`config.mk`:
```
export PLATFORM = sky130hd
export DESIGN_NAME = mem_page_mapper
export DESIGN_NICKNAME = d
export VERILOG_FILES = /design/src/rtl/mpm_pkg.sv /design/src/rtl/mpm_switch_regs.sv /design/src/rtl/mpm_status.sv /design/src/rtl/mpm_page_decode.sv /design/src/rtl/mem_page_mapper.sv
export SDC_FILE = /design/constraint.sdc
export NUM_CORES = 1
export LEC_CHECK = 0
export BUFFER_PORTS_ARGS = -buffer_cell sky130_fd_sc_hd__clkbuf_2
export CORE_MARGIN = 2
export CORE_UTILIZATION = 42
export CTS_CLUSTER_DIAMETER = 200
export CTS_CLUSTER_SIZE = 40
export DETAILED_ROUTE_END_ITERATION = 7
export PLACE_DENSITY_LB_ADDON = 0.05
export SLEW_MARGIN = 20
export SYNTH_ARGS = -nofsm -noshare
export SYNTH_HDL_FRONTEND = slang
export SYNTH_SLANG_ARGS = --single-unit
```
`constraint.sdc`:
```
create_clock -name clk -period 2.2 [get_ports clk]
set_clock_uncertainty 0.1 [all_clocks]
set_input_delay 0.22 -clock clk [delete_from_list [all_inputs] [get_ports clk]]
set_output_delay 0.22 -clock clk [all_outputs]
set_load 0.005 [all_outputs]
```
`src/rtl/mpm_pkg.sv`:
```
package mpm_pkg;
  localparam int ADDR_W = 16;
  localparam int DATA_W = 8;
  localparam int PAGE_W = 8;
  localparam int BANK_W = 3;
  localparam int NUM_SW = 6;
  localparam int SW_IDX_W = $clog2(NUM_SW);

  // switch positions in the switch vector (order set by the write address pairs)
  localparam int SW_DSTORE = 0;
  localparam int SW_AUXRD  = 1;
  localparam int SW_AUXWR  = 2;
  localparam int SW_INTSLT = 3;
  localparam int SW_ALTZP  = 4;
  localparam int SW_SLOT3  = 5;

  typedef enum logic [BANK_W-1:0] {
    BK_MAIN   = 3'd0,
    BK_AUX    = 3'd1,
    BK_ROM    = 3'd2,
    BK_CARD   = 3'd3,
    BK_LC     = 3'd4,
    BK_LC2    = 3'd5,
    BK_AUXLC  = 3'd6,
    BK_AUXLC2 = 3'd7
  } bank_e;
endpackage

```
`src/rtl/mpm_switch_regs.sv`:
```
module mpm_switch_regs
  import mpm_pkg::*;
#(
  parameter int          N_SW    = NUM_SW,
  parameter logic [15:0] WR_BASE = 16'hC000
) (
  input  logic              clk,
  input  logic              rst_n,
  input  logic [ADDR_W-1:0] bus_addr,
  input  logic              bus_wr,
  output logic [N_SW-1:0]   sw_q,
  output logic              chg_q
);
  localparam int IDX_W = $clog2(N_SW);

  logic [IDX_W-1:0] idx;
  logic             wr_hit;
  logic [N_SW-1:0]  sw_d;
  logic [N_SW-1:0]  sw_en;

  always_comb begin
    idx    = bus_addr[IDX_W:1];
    wr_hit = bus_wr && (bus_addr[ADDR_W-1:IDX_W+1] == WR_BASE[ADDR_W-1:IDX_W+1])
             && ({1'b0, idx} < (IDX_W+1)'(N_SW));
  end

  for (genvar i = 0; i < N_SW; i++) begin : g_sw
    always_comb begin
      sw_en[i] = wr_hit && (idx == IDX_W'(i));
      sw_d[i]  = bus_addr[0];
    end

    always_ff @(posedge clk or negedge rst_n) begin
      if (!rst_n) begin
        sw_q[i] <= 1'b0;
      end else if (sw_en[i]) begin
        sw_q[i] <= sw_d[i];
      end
    end
  end

  always_ff @(posedge clk or negedge rst_n) begin
    if (!rst_n) begin
      chg_q <= 1'b0;
    end else begin
      chg_q <= wr_hit;
    end
  end
endmodule

```
`src/rtl/mpm_status.sv`:
```
module mpm_status
  import mpm_pkg::*;
#(
  parameter logic [7:0] IO_PAGE = 8'hC0,
  parameter logic [7:0] STAT_LO = 8'h13,
  parameter logic [7:0] STAT_HI = 8'h18
) (
  input  logic [ADDR_W-1:0] bus_addr,
  input  logic              bus_rd,
  input  logic [NUM_SW-1:0] sw_q,
  output logic              rd_hit,
  output logic [DATA_W-1:0] rd_data
);
  logic [7:0]          lo;
  logic [7:0]          offs;
  logic [SW_IDX_W-1:0] idx;

  always_comb begin
    lo     = bus_addr[7:0];
    rd_hit = bus_rd && (bus_addr[ADDR_W-1:8] == IO_PAGE) && (lo >= STAT_LO) && (lo <= STAT_HI);
    // the last status address wraps back to switch 0
    offs   = lo - (STAT_LO - 8'd1);
    idx    = (lo == STAT_HI) ? '0 : offs[SW_IDX_W-1:0];
    rd_data = '0;
    if (rd_hit) begin
      rd_data[DATA_W-1] = sw_q[idx];
    end
  end
endmodule

```
`src/rtl/mpm_page_decode.sv`:
```
module mpm_page_decode
  import mpm_pkg::*;
(
  input  logic [PAGE_W-1:0] pg_addr,
  input  logic              aux_rd,
  input  logic              aux_wr,
  input  logic              alt_zp,
  input  logic              slot3,
  input  logic              lc_rd_en,
  input  logic              lc_wr_en,
  input  logic              lc_bank2,
  output logic [BANK_W-1:0] rd_bank,
  output logic [BANK_W-1:0] wr_bank
);
  logic [BANK_W-1:0] lc_code;
  logic              in_low, in_slot, in_lc, in_lc_lo;

  always_comb begin
    in_low   = pg_addr < 8'hC0;
    in_slot  = (pg_addr >= 8'hC1) && (pg_addr <= 8'hC7);
    in_lc    = pg_addr >= 8'hD0;
    in_lc_lo = in_lc && (pg_addr <= 8'hDF);
    lc_code  = alt_zp ? BK_AUXLC : BK_LC;
    if (in_lc_lo && lc_bank2) begin
      lc_code = lc_code + 3'd1;
    end

    rd_bank = BK_ROM;
    wr_bank = BK_ROM;
    if (in_low) begin
      rd_bank = aux_rd ? BK_AUX : BK_MAIN;
      wr_bank = aux_wr ? BK_AUX : BK_MAIN;
    end else if (in_slot) begin
      if ((pg_addr != 8'hC3) || slot3) begin
        rd_bank = BK_CARD;
        wr_bank = BK_CARD;
      end
    end else if (in_lc) begin
      if (lc_rd_en) rd_bank = lc_code;
      if (lc_wr_en) wr_bank = lc_code;
    end
  end
endmodule

```
`src/rtl/mem_page_mapper.sv`:
```
module mem_page_mapper
  import mpm_pkg::*;
(
  input  logic              clk,
  input  logic              rst_n,
  input  logic [ADDR_W-1:0] bus_addr,
  input  logic              bus_rd,
  input  logic              bus_wr,
  input  logic              lc_rd_en,
  input  logic              lc_wr_en,
  input  logic              lc_bank2,
  input  logic [PAGE_W-1:0] pg_addr,
  output logic [BANK_W-1:0] rd_bank,
  output logic [BANK_W-1:0] wr_bank,
  output logic              rd_hit,
  output logic [DATA_W-1:0] rd_data,
  output logic              map_changed
);
  logic              rst_meta_q;
  logic              rst_sync_n;
  logic [NUM_SW-1:0] sw_q;

  // asynchronous assert, synchronous release
  always_ff @(posedge clk or negedge rst_n) begin
    if (!rst_n) begin
      rst_meta_q <= 1'b0;
      rst_sync_n <= 1'b0;
    end else begin
      rst_meta_q <= 1'b1;
      rst_sync_n <= rst_meta_q;
    end
  end

  mpm_switch_regs #(.N_SW(NUM_SW), .WR_BASE(16'hC000)) u_regs (
    .clk      (clk),
    .rst_n    (rst_sync_n),
    .bus_addr (bus_addr),
    .bus_wr   (bus_wr),
    .sw_q     (sw_q),
    .chg_q    (map_changed)
  );

  mpm_status u_stat (
    .bus_addr (bus_addr),
    .bus_rd   (bus_rd),
    .sw_q     (sw_q),
    .rd_hit   (rd_hit),
    .rd_data  (rd_data)
  );

  mpm_page_decode u_dec (
    .pg_addr  (pg_addr),
    .aux_rd   (sw_q[SW_AUXRD]),
    .aux_wr   (sw_q[SW_AUXWR]),
    .alt_zp   (sw_q[SW_ALTZP]),
    .slot3    (sw_q[SW_SLOT3]),
    .lc_rd_en (lc_rd_en),
    .lc_wr_en (lc_wr_en),
    .lc_bank2 (lc_bank2),
    .rd_bank  (rd_bank),
    .wr_bank  (wr_bank)
  );
endmodule

```
Yosys cells after proc, flatten, opt, wreduce, memory -nomap -nowiden
Index checks and enable logic that the tools add are counted.

operators by class
  add/subtract/negate cells = 2
  order comparisons = 9
  equal/unequal tests = 9
  mux-type cells = 17
  reductions and logical operators = 16

operators by type and width
  operator              count
  $mux 3                10
  $ge 8x8->1 const B    2
  $le 8x8->1 const B    2
  $logic_and 1x1->1     14
  $eq 12x12->1 const B  1
  $eq 8x5->1 const B    1
  $eq 8x8->1 const B    1
  $ge 8x5->1 const B    1
  $le 8x5->1 const B    1
  $lt 8x8->1 const B    1
  $ne 8x8->1 const B    1
  $eq 3x2->1 const B    2
  $eq 3x3->1 const B    2
  $mux 1                5
  $lt 3x4->1 const B    1
  $add 3x1->3 const B   1
  $bmux 1 s3            1
  $eq 3x1->1 const B    1
  $logic_not 3->1       1
  $lt 3x3->1 const B    1
  $sub 3x2->3 const B   1
  $mux 2                1
  $logic_or 1x1->1      1

storage, ports and cells
  bits in registers = 9
  input port bits = 31
  word-level logic and storage cells = 62

Logic depth before layout (Yosys ltp)
Gate-level depths: netlist of run 1.

  depth after elaboration = 8
  gate-level depth with buffers = 5

Modules after synthesis
Synthesis of run 1 repeated with hierarchy kept, for this count alone.

unflattened totals
  cell total of the unflattened synthesis = 69
  area total of the unflattened synthesis = 720.7 µm²

modules (own cells, without submodules)
  module           instances  cells an instance  area each (µm²)
  mpm_switch_regs  1          27                 376.6
  mpm_status       1          22                 168.9
  mpm_page_decode  1          17                 121.4
  mem_page_mapper  1          3                  53.8

Worst setup path before layout of run 1
OpenSTA, ideal clock, no wires.

  kind = input to output
  start = input port bus_addr[8]
  end = output port rd_data[7]
  data arrival time = 1.522 ns
  data required time = 1.880 ns
  slack = 0.358 ns
  stages = 4
  cell sequence = or4_4 nor4b_4 o311a_2 a21boi_1

on the way
  word-level cells in the longest chain between the ends = 5

RTL lines
  what                            line                   text
  from (decl)                     mem_page_mapper.sv:6   input logic [ADDR_W-1:0] bus_addr,
  $eq 8x8->1                      mpm_status.sv:20       rd_hit = bus_rd && (bus_addr[ADDR_W-1:8] == IO_PAGE) && (lo >= STAT_LO) && (lo <= STAT_HI);
  $logic_and 1x1->1 (3 in a row)  mpm_status.sv:20
  named net rd_hit                mem_page_mapper.sv:15  output logic rd_hit,
  $mux 1                          mpm_status.sv:25       if (rd_hit) begin
  to (decl)                       mem_page_mapper.sv:16  output logic [DATA_W-1:0] rd_data,

The timed path passes the listed nets, and every way through them passes these cells.

Worst setup path after layout of run 1
  start = input port bus_addr[8]
  end = output port rd_data[7]

on the way
  word-level cells in the longest chain between the ends = 5

RTL lines
  what                            line
  $eq 8x8->1                      mpm_status.sv:20
  $logic_and 1x1->1 (3 in a row)  mpm_status.sv:20
  $mux 1                          mpm_status.sv:25

Every way passes these cells.

==> results.md, run 1 <==
- Yosys cell types: 30
- Largest stage delay on the critical path: 540 ps
- Synthesis-to-layout area growth: 31.1%
- Slowest CP cell: or4_4
- Wire per inst: ~11 µm
- Max_cap viols: 0
- Worst-path cell chain: clkbuf_2 -> or4_4 -> nor4b_4 -> o311a_2 -> a21boi_1 -> clkbuf_2
- FILL cells: about 180
- Count of input and output buffers: 39
- Crit path max-delay family: simple AND/OR/NAND/NOR gates
- Share of cells above drive strength 1: 0.427
- Pre-CTS setup slack: ~120 ps
- Worst Setup SP: bus_addr[8]
- DP HPWL: 1.35 mm
- Clock Path Buffers: 2
- Worst setup path class: in2out
- Worst reg2reg path startpoint: u_regs.sw_q[1]
- ANT nets after route: 0
- Min cycle time layout: 1940 ps
- First-pass GRT wire length: about 2.4 mm
- Yosys reg bits: 9
- TritonRoute pass-1 iters: 4
- IO Pins: 47
- Die ar.: 2190 µm²
- Max Freq: between 500 and 600 MHz
- Critical Path Sink Type: primary output
- Gr usage total: 0.151
- Clock Latency Late Sink: 250 ps
- TritonCTS Buffers: 3
- Avg Inst Size Synth: 9.50 µm²
- R2R cell count: 1
- Final hold violations: 0
- Nets: 160
- H-tree levels: 1
- CP Max Fanout: 2
- Post-route setup slack: between 200 and 300 ps
- CTS tree: built
- Yosys warnings: 0
- Worst EP required: about 1900 ps
- Pin count of the biggest net entering global routing: 12
- Drt initial violations: 6
- Vias in the first global route: 584
- Setup Viol. Count Final: 0
- Leakage Power: 0.000553 µW
- Grt total ovfl: 0
- Clock root buffer: clkbuf_4
- Sequential area share after synthesis: 0.293
- Cell Pwr Density: 368 nW/µm²
- Ant diodes: 0
- Register area: 225 µm²
- Via Count: 716
- Most used cell, CP: clkbuf_2
- Die H: 46.8 µm
- Mapped Cells: 81
- Post-route clock period utilization: 0.880
- Hold crit path type: reg2async
- DR DRC count: 0
- R2R Path End: u_regs.sw_q[1]
- Initial cell density of the core: 0.446
- Area of the multi-input gates: between 400 and 500 µm²
- Buf/Inv on CP: 2
- Post-route setup TNS: 0 ps
- Initial antenna violation count: 0
- Status: finished, final reports clean
- Final wirelength: 1.58 mm
- Clock-pin slew on the worst setup and hold paths: 60 ps
- Unrepaired setup endpoints after global routing: false
- RePlAce Congestion: about 0.7
- Core area: ~1700 µm²
- Reg2Reg Setup Slack: 1250 ps
- Fin. max-slew vios: 0
- Sink Count: 9
- Chip width: 46.8 µm
- Critical Path Start Type: primary input
- WP data arrival: 1620 ps
- Post-Syn Area: around 770 µm²
- Row count: 15
- Max rail drop VDD: ~0.31 mV
- Drt via density: just under 5
[cells in the final DEF, fill, tap and decap left out]
master         netlist  layout
inv_1                3       3
nand4_1              3       3
o21ai_0              1       1
ha_1                 4       4
mux2_1               6       6
nor4_1               1       1
mux2i_1              1       1
nand2_1              6       6
and3b_1              1       1
nor2b_1              2       2
and2_1               1       1
dlygate4sd3_1        0       1
nor2_1               5       5
dfrtp_1              9       9
nor3_1               2       2
clkbuf_2             0      39
a21oi_1              7       7
mux4_2               1       1
o311a_2              1       1
and3_1               3       3
clkbuf_1             1       1
mux2_2               2       2
or2_2                2       2
conb_1               2       8
nand4b_1             4       4
nor4b_4              1       1
a211oi_1             1       1
or4_4                1       1
a211oi_4             1       1
a21boi_1             1       1
buf_4                7       2
clkbuf_4             0       3
[sequential cells by signal, indices dropped and copies added, names as in the netlist]
signal,cells
u_regs.sw_q,6
u_regs.chg_q,1
rst_meta_q,1
rst_sync_n,1
[cell usage after synthesis, drive strengths merged]
cell | instances | area share
dfrtp | 9 | 0.29
buf | 8 | 0.075
mux2 | 8 | 0.12
a21oi | 7 | 0.046
nand2 | 6 | 0.029
nor2 | 5 | 0.024
ha | 4 | 0.065
nand4b | 4 | 0.046
and3 | 3 | 0.024
inv | 3 | 0.015
nand4 | 3 | 0.024
a211oi | 2 | 0.036
conb | 2 | 0.0098
nor2b | 2 | 0.016
nor3 | 2 | 0.013
or2 | 2 | 0.016
a21boi | 1 | 0.0098
and2 | 1 | 0.0081
and3b | 1 | 0.011
clkbuf | 1 | 0.0049
mux2i | 1 | 0.013
mux4 | 1 | 0.029
nor4 | 1 | 0.0081
nor4b | 1 | 0.031
o21ai | 1 | 0.0065
o311a | 1 | 0.015
or4 | 1 | 0.015
[report_power, final]
group | total (µW) | leakage, µW | internal, µW | switching (µW)
Sequential | 170 | 0.000121 | 168 | 2.50
Clock | 119 | 0.0000150 | 69.4 | 49.6
Combinational | 82.4 | 0.000417 | 40.6 | 41.7
Total | 371 | 0.000553 | 278 | 93.8
[area by class of cell]
class | count | share of cell area
Clock buffer | 4 | 0.0261
Tap cell | 25 | 0.0310
Sequential cell | 9 | 0.223
Inverter | 3 | 0.0112
Multi-Input combinational cell | 66 | 0.490
Timing Repair Buffer | 42 | 0.218
[metrics by stage]
step	util	total power (µW)	area [µm²]	cells	hold WS, ps
3_3_place_gp	0.559	253	965	143	-92.9
4_1_cts	0.580	379	1000	148	15.7
6_report	0.584	371	1010	149	6.14
5_1_grt	0.584	400	1010	149	39.0
3_5_place_dp	0.559	254	965	143	-91.8
2_1_floorplan	-	220	792	87	-176
[how the worst max path moves through the flow]
stage	cells after the start	end	slack, ps
2_1_floorplan	4	rd_data[7]	360
3_3_place_gp	6	rd_data[7]	140
3_5_place_dp	6	rd_data[7]	120
4_1_cts	6	rd_data[7]	110
5_1_grt	6	rd_data[7]	160
6_report	6	rd_data[7]	260
[cells by family after synthesis]
logic type	count (synthesis)	share of synthesized area
AOI/OAI and AO/OA	12	0.112
adders and majority gates	4	0.0650
buffers and inverters	12	0.0943
DFF	9	0.293
muxes	10	0.159
other	2	0.00976
and+or+nand+nor	32	0.267
[routing by layer]
metal	GRT usage	wire, µm	up-vias
met1	0.200	725	318
met4	0.0500	18	0
met5	0	0	-
met3	0.0385	108	2
li1	-	-	363
met2	0.241	727	33
[what timing repair did]
action	4_1_cts	5_1_grt
endpoints found under the hold margin	2	0
hold buffers	1	0
endpoints found under the setup margin	0	1
setup buffers	0	1
resized for setup	0	0
Note: power is estimated with default switching activity, not from simulation.
==> inputs of run 2 (changes only) <==
Settings changed: CORE_UTILIZATION 42 to 45.
Clock period 2.2 ns to 2.49 ns, I/O delays scaled along.
==> results.md, run 2 (synthesis results as in run 1) <==
- Status: finished, final reports clean
- Grt total ovfl: 0 (unchanged)
- WP data arrival: 1790 ps (+170 ps)
- Sink Count: 9 (unchanged)
- Worst setup path class: in2out
- Hold crit path type: reg2async
- Initial cell density of the core: 0.494 (+0.0479)
- Net Sw Frac: 0.260 (+0.00741)
- Post-Layout Inst Area: 990 µm² (-1.9%)
- RePlAce Congestion: 0.794 (+15%)
- IO Pins: 47 (unchanged)
- Drt via density: 5.09 (+6.0%)
- Final hold violations: 0 (unchanged)
- Count of input and output buffers: 39 (unchanged)
- Most used cell, CP: clkbuf_2
- Drt initial violations: 8 (+2)
- Initial antenna violation count: 0 (unchanged)
- Fin. max-slew vios: 0 (unchanged)
- Max Freq: 467 MHz
- Crit path max-delay family: simple AND/OR/NAND/NOR gates
- Max reg flops: 6 (unchanged)
- TritonRoute pass-1 iters: 4 (unchanged)
- Ant diodes: 0 (unchanged)
- Unrepaired setup endpoints after global routing: false
- Setup Viol. Count Final: 0 (unchanged)
- Leakage Power: 0.000548 µW (-0.98%)
- Nets: 159 (-0.63%)
- DR DRC count: 0 (unchanged)
- ANT nets after route: 0 (unchanged)
- Post-route clock period utilization: 0.861
- Min cycle time layout: 2140 ps
- Clock root buffer: clkbuf_4
- Final wirelength: 1.57 mm (-0.95%)
- Combinational power share: 0.218 (-0.004)
- Top reg by flops: u_regs.sw_q
- Worst EP required: 2140 ps (+260 ps)
- Row count: 14 (-1)
- Die ar.: 2060 µm² (-6.1%)
- Critical Path Sink Type: primary output
- Clk pwr share: 0.329 (+0.009)
- Synthesis-to-layout area growth: 28.6%
- H-tree levels: 1 (unchanged)
- Critical Path Start Type: primary input
- Vias in the first global route: 576 (-1.4%)
- Max rail drop VDD: 0.283 mV (-9.4%)
- Max_cap viols: 0 (unchanged)
- Post-Layout Cell Count: 139 (-6.7%)
- CTS-repair resized insts: 0 (unchanged)
- Final Util: 0.635 (+0.0508)
- Largest stage delay on the critical path: 540 ps (about the same)
- Post-route setup TNS: 0 ps (unchanged)
- Wire per inst: 11.3 µm (+6.2%)
- CTS tree: built
- DP Cell Count: 134 (-6.3%)
- Most common cell after layout, fill and taps aside: clkbuf_2
- Pre-CTS setup slack: 341 ps (+226 ps)
- Slowest CP cell: or4_4
- TritonCTS Buffers: 3 (unchanged)
- First-pass GRT wire length: 2.50 mm (+6.2%)
- Chip width: 45.4 µm (-3.1%)
- Clock Path Buffers: 2 (unchanged)
- Pint: 245 µW (-12%)
- Die H: 45.4 µm (-3.1%)
- Most frequent cells in the layout: clkbuf_2, dfrtp_1, conb_1
- Worst-path cell chain: clkbuf_2 -> or4_4 -> nor4b_4 -> o311a_2 -> a21boi_1 -> clkbuf_2
- Dpl cell area: 953 µm² (-1.2%)
- Seq pwr share: 0.453 (-0.005)
- CP Max Fanout: 7 (+5)
- FILL cells: 147 (-18%)
- Clock Latency Late Sink: 250 ps (about the same)
- Cell Pwr Density: 335 nW/µm² (-9.1%)
- Share of cells above drive strength 1: 0.423 (-0.00466)
- Clock-pin slew on the worst setup and hold paths: 60 ps (about the same)
- DP HPWL: 1.32 mm (-2.1%)
- Switching pwr: 86.2 µW (-8.1%)
- Buf/Inv on CP: 2 (unchanged)
- Gr usage total: 0.169 (+0.0177)
- Via Count: 708 (-1.1%)
- Post-route setup slack: 347 ps (+83.0 ps)
- Pin count of the biggest net entering global routing: 12 (unchanged)
- Core area: 1560 µm² (-9.7%)
- Reg2Reg Setup Slack: 1560 ps (+310 ps)
-- run 2: power by group through the flow --
stage / sequential, µW / clock [µW] / combinational [µW]
2_1_floorplan: 152 / 0 / 42.1
3_3_place_gp: 153 / 0 / 69.9
3_5_place_dp: 153 / 0 / 71.2
4_1_cts: 150 / 112 / 72.9
5_1_grt: 151 / 120 / 82.4
6_report: 150 / 109 / 72.2
-- run 2: per-layer routing --
layer	GRT usage	vias to the layer above	share of wire
li1	-	361	-
met1	0.218	320	0.44
met2	0.286	27	0.50
met3	0.0280	0	0.057
met4	0.0529	0	0
met5	0	-	0
-- run 2: timing repair --
| item | CTS | global route |
|---|---|---|
| setup buffers | 0 | 0 |
| endpoints found under the hold margin | 2 | 0 |
| hold buffers | 1 | 0 |
-- run 2: path summary, 6_finish.rpt --
kind,start,end,cells past startpoint
setup / recovery,bus_addr[8],rd_data[7],6
hold / removal,rst_sync_n,u_regs.sw_q[1],0
setup reg to reg,u_regs.sw_q[4],u_regs.sw_q[4],1
hold reg to reg,rst_sync_n,u_regs.sw_q[1],0
max in group asynchronous,rst_n,rst_sync_n,2
min in group clk,bus_addr[13],u_regs.chg_q,3
-- run 2: cell type report --
cell class / instances / area, µm² / share of cell area
Multi-Input combinational cell: 66 / 494 / 0.499
Clock buffer: 4 / 26.3 / 0.0265
Inverter: 3 / 11.3 / 0.0114
Sequential cell: 9 / 225 / 0.228
Tap cell: 16 / 20.0 / 0.0202
Timing Repair Buffer: 41 / 213 / 0.215
-- run 2: stage by stage --
step	hold WS, ps	power, µW
6_report	6.93	331
5_1_grt	37.7	353
4_1_cts	17.2	335
2_1_floorplan	-147	195
3_5_place_dp	-64.8	224
3_3_place_gp	-64.9	223
